### config.mk
export PLATFORM = sky130hd
export DESIGN_NAME = sram_delay_seq
export DESIGN_NICKNAME = d
export VERILOG_FILES = /design/src/rtl/sds_pkg.sv /design/src/rtl/sds_ptr.sv /design/src/rtl/sds_rx_latch.sv /design/src/rtl/sds_ctrl.sv /design/src/rtl/sram_delay_seq.sv
export SDC_FILE = /design/constraint.sdc
export NUM_CORES = 1
export LEC_CHECK = 0
export BUFFER_PORTS_ARGS = -buffer_cell sky130_fd_sc_hd__buf_2
export CAP_MARGIN = 10
export CORE_UTILIZATION = 55
export CTS_BUF_LIST = sky130_fd_sc_hd__clkbuf_4
export DETAILED_ROUTE_END_ITERATION = 10
export GPL_ROUTABILITY_DRIVEN = 0
export PLACE_DENSITY = 0.79
export SLEW_MARGIN = 20
export SYNTH_ARGS = -nofsm -noshare
export SYNTH_HDL_FRONTEND = slang
export SYNTH_SLANG_ARGS = --single-unit
### constraint.sdc
create_clock -name clk_i -period 2 [get_ports clk_i]
set_input_delay 0 -clock clk_i [delete_from_list [all_inputs] [get_ports clk_i]]
set_output_delay 0 -clock clk_i [all_outputs]
set_load 0.01 [all_outputs]
### src/rtl/sds_pkg.sv
package sds_pkg;
  typedef enum logic [2:0] {
    ST_IDLE, ST_LOAD, ST_WAIT, ST_RD, ST_WR0, ST_WR1, ST_WR2, ST_FIN
  } sds_state_e;
endpackage

### src/rtl/sds_ptr.sv
module sds_ptr #(
  parameter int ADDR_W = 16
) (
  input  logic              clk_i,
  input  logic              rst_ni,
  input  logic              start_i,
  input  logic              rd_step_i,
  input  logic              wr_step_i,
  input  logic              sync_i,
  input  logic [ADDR_W-1:0] delay_i,
  output logic [ADDR_W-1:0] wr_ptr_o,
  output logic [ADDR_W-1:0] rd_ptr_o
);
  logic [ADDR_W-1:0] w_q, r_q;

  always_ff @(posedge clk_i or negedge rst_ni) begin
    if (!rst_ni) begin
      w_q <= '0;
      r_q <= '0;
    end else if (start_i) begin
      w_q <= w_q + 1'b1;
      r_q <= r_q + 1'b1;
    end else begin
      if (wr_step_i) w_q <= w_q + 1'b1;
      if (rd_step_i) r_q <= r_q + 1'b1;
      else if (sync_i) r_q <= w_q - delay_i;  // wraps modulo 2^ADDR_W
    end
  end

  assign wr_ptr_o = w_q;
  assign rd_ptr_o = r_q;
endmodule

### src/rtl/sds_rx_latch.sv
module sds_rx_latch #(
  parameter int BYTE_W = 8
) (
  input  logic              clk_i,
  input  logic              rst_ni,
  input  logic              load_i,
  input  logic              done_i,
  input  logic [BYTE_W-1:0] rx_i,
  output logic              seen_o,
  output logic [BYTE_W-1:0] byte_o
);
  // holds a done pulse that lands while an SRAM cycle is busy
  always_ff @(posedge clk_i or negedge rst_ni) begin
    if (!rst_ni) begin
      seen_o <= 1'b0;
      byte_o <= '0;
    end else if (load_i) begin
      seen_o <= 1'b0;
    end else if (done_i) begin
      seen_o <= 1'b1;
      byte_o <= rx_i;
    end
  end
endmodule

### src/rtl/sds_ctrl.sv
module sds_ctrl
  import sds_pkg::*;
#(
  parameter int ADDR_W  = 16,
  parameter int BYTE_W  = 8,
  parameter int RD_WAIT = 2
) (
  input  logic                clk_i,
  input  logic                rst_ni,
  input  logic                frame_start_i,
  input  logic                rx_seen_i,
  input  logic [BYTE_W-1:0]   rx_byte_i,
  input  logic [ADDR_W-1:0]   wr_ptr_i,
  input  logic [ADDR_W-1:0]   rd_ptr_i,
  input  logic [2*BYTE_W-1:0] rdata_i,
  output logic                start_o,
  output logic                rd_step_o,
  output logic                wr_step_o,
  output logic                sync_o,
  output logic                load_o,
  output logic [BYTE_W-1:0]   tx_o,
  output logic                lrclk_o,
  output logic [ADDR_W-1:0]   addr_o,
  output logic [2*BYTE_W-1:0] wdata_o,
  output logic                wdata_oe_o,
  output logic                we_no,
  output logic                oe_no
);
  localparam int DW = 2 * BYTE_W;
  localparam int CW = $clog2(RD_WAIT + 1);
  localparam logic [CW-1:0] CNT_LAST = CW'(RD_WAIT - 1);

  sds_state_e state_q;
  logic [1:0]    step_q;
  logic [CW-1:0] cnt_q;
  logic [DW-1:0] wet_l_q, wet_r_q, dry_l_q, dry_r_q;
  logic          rd_last;

  assign rd_last   = (state_q == ST_RD) && (cnt_q == CNT_LAST);
  assign start_o   = (state_q == ST_IDLE) && frame_start_i;
  assign rd_step_o = rd_last && (step_q == 2'd1);
  assign wr_step_o = (state_q == ST_WR2) && (step_q == 2'd2);
  assign sync_o    = (state_q == ST_FIN);
  assign load_o    = (state_q == ST_LOAD);

  always_comb begin
    unique case (step_q)
      2'd0:    tx_o = wet_l_q[DW-1:BYTE_W];
      2'd1:    tx_o = wet_l_q[BYTE_W-1:0];
      2'd2:    tx_o = wet_r_q[DW-1:BYTE_W];
      default: tx_o = wet_r_q[BYTE_W-1:0];
    endcase
  end

  always_ff @(posedge clk_i or negedge rst_ni) begin
    if (!rst_ni) begin
      state_q    <= ST_IDLE;
      step_q     <= '0;
      cnt_q      <= '0;
      wet_l_q    <= '0;
      wet_r_q    <= '0;
      dry_l_q    <= '0;
      dry_r_q    <= '0;
      lrclk_o    <= 1'b0;
      addr_o     <= '0;
      wdata_o    <= '0;
      wdata_oe_o <= 1'b0;
      we_no      <= 1'b1;
      oe_no      <= 1'b1;
    end else begin
      unique case (state_q)
        ST_IDLE: if (frame_start_i) begin
          lrclk_o <= 1'b1;
          step_q  <= '0;
          state_q <= ST_LOAD;
        end
        ST_LOAD: begin
          if (step_q == 2'd0) lrclk_o <= 1'b0;
          unique case (step_q)
            2'd1, 2'd3: begin
              addr_o  <= rd_ptr_i;
              oe_no   <= 1'b0;
              cnt_q   <= '0;
              state_q <= ST_RD;
            end
            2'd2: begin
              addr_o  <= wr_ptr_i;
              we_no   <= 1'b0;
              state_q <= ST_WR0;
            end
            default: state_q <= ST_WAIT;
          endcase
        end
        ST_RD: begin
          if (cnt_q == CNT_LAST) begin
            if (step_q == 2'd1) wet_l_q <= rdata_i;
            else                wet_r_q <= rdata_i;
            oe_no   <= 1'b1;
            state_q <= ST_WAIT;
          end else begin
            cnt_q <= cnt_q + 1'b1;
          end
        end
        ST_WR0: begin
          wdata_o    <= (step_q == 2'd2) ? dry_l_q : dry_r_q;
          wdata_oe_o <= 1'b1;
          state_q    <= ST_WR1;
        end
        ST_WR1: begin
          we_no   <= 1'b1;  // capture edge, data still driven
          state_q <= ST_WR2;
        end
        ST_WR2: begin
          wdata_oe_o <= 1'b0;
          state_q    <= (step_q == 2'd3) ? ST_FIN : ST_WAIT;
        end
        ST_WAIT: if (rx_seen_i) begin
          unique case (step_q)
            2'd0:    dry_l_q[DW-1:BYTE_W] <= rx_byte_i;
            2'd1:    dry_l_q[BYTE_W-1:0]  <= rx_byte_i;
            2'd2:    dry_r_q[DW-1:BYTE_W] <= rx_byte_i;
            default: dry_r_q[BYTE_W-1:0]  <= rx_byte_i;
          endcase
          if (step_q == 2'd3) begin
            addr_o  <= wr_ptr_i;
            we_no   <= 1'b0;
            state_q <= ST_WR0;
          end else begin
            step_q  <= step_q + 1'b1;
            state_q <= ST_LOAD;
          end
        end
        default: state_q <= ST_IDLE;  // ST_FIN
      endcase
    end
  end
endmodule

### src/rtl/sram_delay_seq.sv
module sram_delay_seq #(
  parameter int ADDR_W  = 16,
  parameter int BYTE_W  = 8,
  parameter int RD_WAIT = 2
) (
  input  logic                clk_i,
  input  logic                rst_ni,
  input  logic                frame_start_i,
  input  logic [ADDR_W-1:0]   delay_i,
  output logic [BYTE_W-1:0]   spi_tx_o,
  output logic                spi_load_o,
  input  logic                spi_done_i,
  input  logic [BYTE_W-1:0]   spi_rx_i,
  output logic                lrclk_o,
  output logic [ADDR_W-1:0]   sram_addr_o,
  output logic [2*BYTE_W-1:0] sram_wdata_o,
  output logic                sram_wdata_oe_o,
  input  logic [2*BYTE_W-1:0] sram_rdata_i,
  output logic                sram_we_no,
  output logic                sram_oe_no
);
  logic              start, rd_step, wr_step, sync, rx_seen;
  logic [BYTE_W-1:0] rx_byte;
  logic [ADDR_W-1:0] wr_ptr, rd_ptr;

  sds_rx_latch #(.BYTE_W(BYTE_W)) u_rx (
    .clk_i(clk_i), .rst_ni(rst_ni), .load_i(spi_load_o), .done_i(spi_done_i),
    .rx_i(spi_rx_i), .seen_o(rx_seen), .byte_o(rx_byte)
  );

  sds_ptr #(.ADDR_W(ADDR_W)) u_ptr (
    .clk_i(clk_i), .rst_ni(rst_ni), .start_i(start), .rd_step_i(rd_step),
    .wr_step_i(wr_step), .sync_i(sync), .delay_i(delay_i),
    .wr_ptr_o(wr_ptr), .rd_ptr_o(rd_ptr)
  );

  sds_ctrl #(.ADDR_W(ADDR_W), .BYTE_W(BYTE_W), .RD_WAIT(RD_WAIT)) u_ctrl (
    .clk_i(clk_i), .rst_ni(rst_ni), .frame_start_i(frame_start_i),
    .rx_seen_i(rx_seen), .rx_byte_i(rx_byte), .wr_ptr_i(wr_ptr), .rd_ptr_i(rd_ptr),
    .rdata_i(sram_rdata_i), .start_o(start), .rd_step_o(rd_step),
    .wr_step_o(wr_step), .sync_o(sync), .load_o(spi_load_o), .tx_o(spi_tx_o),
    .lrclk_o(lrclk_o), .addr_o(sram_addr_o), .wdata_o(sram_wdata_o),
    .wdata_oe_o(sram_wdata_oe_o), .we_no(sram_we_no), .oe_no(sram_oe_no)
  );
endmodule

### Word-level counts from Yosys, hierarchy flattened

Index checks and enable logic that the tools add are counted.

* multiplexer cells: 38
* add/subtract/negate cells: 5
* reductions and logical operators: 31
* bitwise logic cells: 3
* eq/ne operators: 21

Operator list (number)
* two-way mux 16 bit: 8
* one-hot mux 16 bit (2 select lines): 2
* adder 16 x 1 -> 16 bit (second input constant): 2
* AND reduction 3 bit: 10
* one-hot mux 8 bit (3 select lines): 1
* one-hot mux 3 bit (7 select lines): 1
* subtractor 16 bit: 1
* two-way mux 3 bit: 5
* nonzero test 2 bit: 7
* equality test 3 bit (second input constant): 4
* AND reduction 4 bit: 3
* two-way mux 2 bit: 5
* != test 2 bit (second input constant): 5
* two-way mux 1 bit: 9
* != test 2 x 1 -> 1 bit (second input constant): 4
* one-hot mux 2 bit (2 select lines): 2
* equality test 3 x 2 -> 1 bit (second input constant): 2
* one-hot mux 1 bit (2 select lines): 3
* one-hot mux 3 bit (2 select lines): 1
* nonzero test 3 bit: 2
* adder 2 x 1 -> 2 bit (second input constant): 2
* equality test 2 x 1 -> 1 bit (second input constant): 2
* equality test 2 bit (second input constant): 2
* logical AND 1 bit: 4
* other kinds (9): 11

* register bits after elaboration: 148
* word-level logic and storage cells: 117
* output and inout port bits: 45

### Longest topological paths before layout

* word-level depth: 5
* mapped depth: 10
* mapped depth without buffers: 10

### Hierarchy

Synthesis repeated with hierarchy kept, for this count alone.

* cell total of the unflattened synthesis: 733
* area total of the unflattened synthesis: 8008.9 um2

By module, submodules not included
* sds_ctrl: instances 1, cells an instance 427, area each 5223.8 um2
* sds_ptr: instances 1, cells an instance 285, area each 2407.3 um2
* sds_rx_latch: instances 1, cells an instance 21, area each 377.9 um2

### Worst setup path after synthesis

No wires, ideal clock.

* kind: reg2reg
* start point: register u_ptr.w_q[0], in the netlist u_ptr.wr_ptr_o[0]
* end point: register u_ptr.r_q[12], in the netlist u_ptr.rd_ptr_o[12]
* data required time: 1.933 ns
* clock period less this slack: 2.210 ns
* stages on the path, launching flop included: 11
* arrival: 2.144 ns
* slack: -0.210 ns
* cell sequence: dfrtp_1 > inv_1 > ha_1 > fa_1 > nand2b_1 > a21oi_1 > o21ai_1 > a21oi_1 > o21ai_0 > a221oi_1 > and3_1

* cells in the longest elaborated chain, start to end: 4

RTL lines
* start, declared: RTL line sds_ptr.sv:14 `logic [ADDR_W-1:0] w_q, r_q;`
* start signal, assigned: RTL line sds_ptr.sv:21 `w_q <= w_q + 1'b1;`
* start signal, assigned: RTL line sds_ptr.sv:24 `if (wr_step_i) w_q <= w_q + 1'b1;`
* subtractor 16 bit: RTL line sds_ptr.sv:26 `else if (sync_i) r_q <= w_q - delay_i;`
* two-way mux 16 bit: RTL line sds_ptr.sv:26
* two-way mux 16 bit: RTL line sds_ptr.sv:25 `if (rd_step_i) r_q <= r_q + 1'b1;`
* two-way mux 16 bit: RTL line sds_ptr.sv:20 `end else if (start_i) begin`
* end signal, assigned: RTL line sds_ptr.sv:22 `r_q <= r_q + 1'b1;`
* end signal, assigned: RTL line sds_ptr.sv:25
* end signal, assigned: RTL line sds_ptr.sv:26
* end, declared: RTL line sds_ptr.sv:14

Every way passes these cells. The select of a mux whose other input is x is not followed.
A chain may end at the register's enable or synchronous reset.

### Worst setup path after layout

Ends and elaborated chain as after synthesis.

==> summary.md <==
| Metric | Value |
|---|---|
| Status | `finished, violations left` |
| Violated checks | `setup timing` |
| Synth Area in Adders | `0.0400` |
| WL per Instance | `17.7 um` |
| GRT Util Overall | `0.273` |
| Largest net degree at the start of global routing | `66` |
| # H-tree levels | `4` |
| Period Utilization, post-route | `1.05` |
| Post-Syn Instances | `683` |
| Initial antenna violation count | `1` |
| Longest Clk Path Bufs | `2` |
| VDD IR max | `0.801 mV` |
| Final Cell Area | `9280 sq um` |
| CP Class | `reg -> reg` |
| Root buffer cell | `clkbuf_4` |
| Yosys warns | `0` |
| Fillers | `868` |
| Synth top area share | `0.495` |
| CTS buffer count | `17` |
| Power Dens Cells | `1430 nW/um^2` |
| Clock power share | `0.141` |
| Area Overhead vs Synth | `25.7%` |
| Post-Route WL | `18500 um` |
| Synth Cell Area | `7380 sq um` |
| CP bufs+invs | `1` |
| Die area | `13900 sq um` |
| Cell variety after synth | `57` |
| Met1 usage | `0.335` |
| HPWL after DPL | `12400 um` |
| Worst path arrival time | `2610 ps` |
| Critical Path Start Type | `flop` |
| Cell count after placement | `965` |
| Post-layout util | `0.721` |
| Layout Cells excl Fill | `1043` |
| DP Worst Slack | `-170 ps` |
| Final setup violation count | `6` |
| Net Sw Frac | `0.387` |
| Share of layout cells above drive strength 1 | `0.333` |
| Core area | `12900 sq um` |
| # Max-Cap Violations | `0` |
| Worst setup EP type | `flop` |
| Slew @ Worst Pin | `940 ps` |
| Static Leak | `0.00434 uW` |
| Max frequency | `477 MHz` |
| GR Util met2 | `0.469` |
| Crit-path max FO | `3` |
| Seq/Total Area, Yosys | `0.502` |
| DRT iter0 DRCs | `472` |
| Nets | `924` |
| CTS tree | `done` |
| CP max-delay cell | `dfrtp_1` |
| Comb power frac | `0.465` |
| Post-Synth XOR/XNOR Area | `0.0356` |
| Fraction of registers with async set/reset | `1.00` |
| Pint | `8150 uW` |
| Simple-gate share of the synthesized area | `0.107` |
| Top delay family on crit path | `compound AO/OA/AOI/OAI gates` |
| Clock Sinks | `148` |
| Final Critical Period | `2100 ps` |
| First-pass GRT wire length | `30000 um` |
| Most common cell after layout, fill and taps aside | `dfrtp_1` |
| Initial DRT Pass Iterations | `7` |
| Post-Syn Area per Cell | `10.8 sq um` |
| Delay of the slowest cell on the worst path | `390 ps` |
| RSZ-0062 raised after global routing | `yes` |
| Chip height | `118 um` |
| Worst hold path type | `in -> async` |
| Most frequent cells in the layout | `dfrtp_1, buf_2, mux2_2, nor2_1, a21oi_1` |
| Net count after synthesis | `750` |
| Largest family of logic cells by synthesized area | `multiplexers` |
| WP data required | `2510 ps` |
| Synth top area cells | `dfrtp_1, mux2_2, mux2i_1, a21oi_1, ha_1` |
| Final setup margin | `-95.2 ps` |
| PortBufs | `88` |
| Ports | `89` |
| Clk_lat worst skew | `560 ps` |
| Final hold violations | `0` |
| Final Max Slew Viols | `0` |
| Most used routing layer | `met2` |
| Skew final | `20.4 ps` |
| Worst path cell trace | `inv_2, ha_4, fa_2, nand2b_4, a21oi_4, o21ai_4, a21oi_2, o21ai_1, a221oi_1, and3_1` |
| Starting Density | `0.573` |
| Die width | `118 um` |
| Compound-cell area share of the yosys netlist | `0.125` |
| Mux contribution to synthesized area | `0.156` |
| Switching pwr | `5150 uW` |
| Grt total ovfl | `0` |
| Dpl cell area | `8380 sq um` |
| Clk slew on worst S/H paths | `130 ps` |
| Antenna viol nets, final | `0` |
| Vias per inst | `5.75` |
| Met3 GRT Util | `0.0528` |
| Ys flop type | `dfrtp_1` |
| Vias in the first global route | `6150` |
| DR DRC count | `0` |
| Via count | `5994` |
| Seq cells post-synth | `148` |
| Seq pwr share | `0.394` |
| Row cnt | `41` |
| Worst rel slew slack | `0.371` |
| Number of synthesized flops with an enable pin | `0` |
| Yosys top cell by area | `dfrtp_1` |
registers in the layout, indices dropped and copies added (netlist names), 2 cells and up:
| name | count |
|---|---|
| u_ctrl.addr_o | 16 |
| u_ctrl.dry_l_q | 16 |
| u_ctrl.dry_r_q | 16 |
| u_ctrl.wdata_o | 16 |
| u_ctrl.wet_l_q | 16 |
| u_ctrl.wet_r_q | 16 |
| u_ptr.rd_ptr_o | 16 |
| u_ptr.wr_ptr_o | 16 |
| u_rx.byte_o | 8 |
| u_ctrl.state_q | 3 |
| u_ctrl.cnt_q | 2 |
| u_ctrl.step_q | 2 |
area by class of cell:
type	count	area (sq um)	share of cell area
Clock buffer	20	150	0.0162
Antenna cell	1	2.50	0.000270
Timing Repair Buffer	185	1350	0.145
Sequential cell	148	3710	0.400
Tap cell	172	215	0.0232
Inverter	33	129	0.0139
Clock inverter	12	130	0.0140
Multi-Input combinational cell	472	3600	0.388
per-layer routing:
| metal | wire, um | up-vias |
|---|---|---|
| li1 | - | 2799 |
| met2 | 9600 | 216 |
| met3 | 840 | 46 |
| met4 | 557 | 0 |
| met5 | 0 | - |
| met1 | 7500 | 2933 |
cell usage after synthesis (4+ instances only):
| cell | instances |
|---|---|
| nand4_1 | 5 |
| nor2b_1 | 5 |
| ha_1 | 22 |
| o21ai_0 | 33 |
| nand2_1 | 41 |
| xor2_1 | 8 |
| nand3_1 | 19 |
| mux2_2 | 65 |
| a21oi_1 | 60 |
| a222oi_1 | 8 |
| inv_1 | 33 |
| nor3_1 | 5 |
| buf_1 | 4 |
| clkbuf_1 | 18 |
| mux2i_1 | 42 |
| and3_1 | 11 |
| a211oi_1 | 4 |
| nor2_1 | 62 |
| buf_2 | 5 |
| xnor2_1 | 22 |
| dfrtp_1 | 146 |
| nand2b_1 | 7 |
| a21o_1 | 5 |
power groups by stage:
| stage | combinational, uW | sequential, uW | clock (uW) |
|---|---|---|---|
| global route | 6720 | 5390 | 2030 |
| finish | 6180 | 5240 | 1880 |
| floorplan | 3540 | 5220 | 0 |
| CTS | 6010 | 5190 | 1920 |
| global placement | 5430 | 5120 | 0 |
| detailed placement | 5680 | 5240 | 0 |
final timing paths:
| kind | from | endpoint | slack, ps | cells after the start |
|---|---|---|---|---|
| max | u_ptr.wr_ptr_o[0] | u_ptr.rd_ptr_o[12] | -100 | 10 |
| min | rst_ni | u_ptr.wr_ptr_o[3] | 30 | 3 |
| max reg2reg | u_ptr.wr_ptr_o[0] | u_ptr.rd_ptr_o[12] | -100 | 10 |
| min reg2reg | u_ctrl.dry_r_q[10] | u_ctrl.dry_r_q[10] | 520 | 1 |
| max in group asynchronous | rst_ni | u_ctrl.step_q[0] | 630 | 3 |
| min in group clk_i | delay_i[9] | u_ptr.rd_ptr_o[9] | 40 | 5 |
timing repair:
action / 4_1_cts / 5_1_grt
buffers inserted: 10 / 4
endpoints found under the hold margin: 198 / 0
hold buffers: 32 / 0
endpoints found under the setup margin: 16 / 28
pin swaps: 15 / 17
gates resized for setup: 33 / 14
cell families (layout without fill, tap and decap cells):
| kind of cell | Yosys count | after routing |
|---|---|---|
| AND/OR/NAND/NOR | 166 | 166 |
| other | 0 | 1 |
| XOR/XNOR | 30 | 30 |
| flip-flops | 148 | 148 |
| adder cells (fa/ha/maj) | 23 | 23 |
| buffers and inverters | 63 | 250 |
| multiplexers | 107 | 107 |
| AO/OA/AOI/OAI | 146 | 146 |
worst register-to-register path, stage by stage (launching register included):
cell and delay [ps]:
dfrtp_1 390, inv_2 60, ha_4 160, fa_2 340
nand2b_4 160, a21oi_4 160, o21ai_4 100, a21oi_2 180
o21ai_1 80, a221oi_1 230, and3_1 180
per-stage QoR:
stage	hold WS [ps]	power, uW	TNS (ps)
2_1_floorplan	-296	8760	-24.7
3_3_place_gp	-130	10500	-263
3_5_place_dp	-128	10900	-817
4_1_cts	3.73	13100	-239
5_1_grt	17.5	14100	-1370
6_report	25.1	13300	-211
Note: power is estimated with default switching activity, not from simulation.
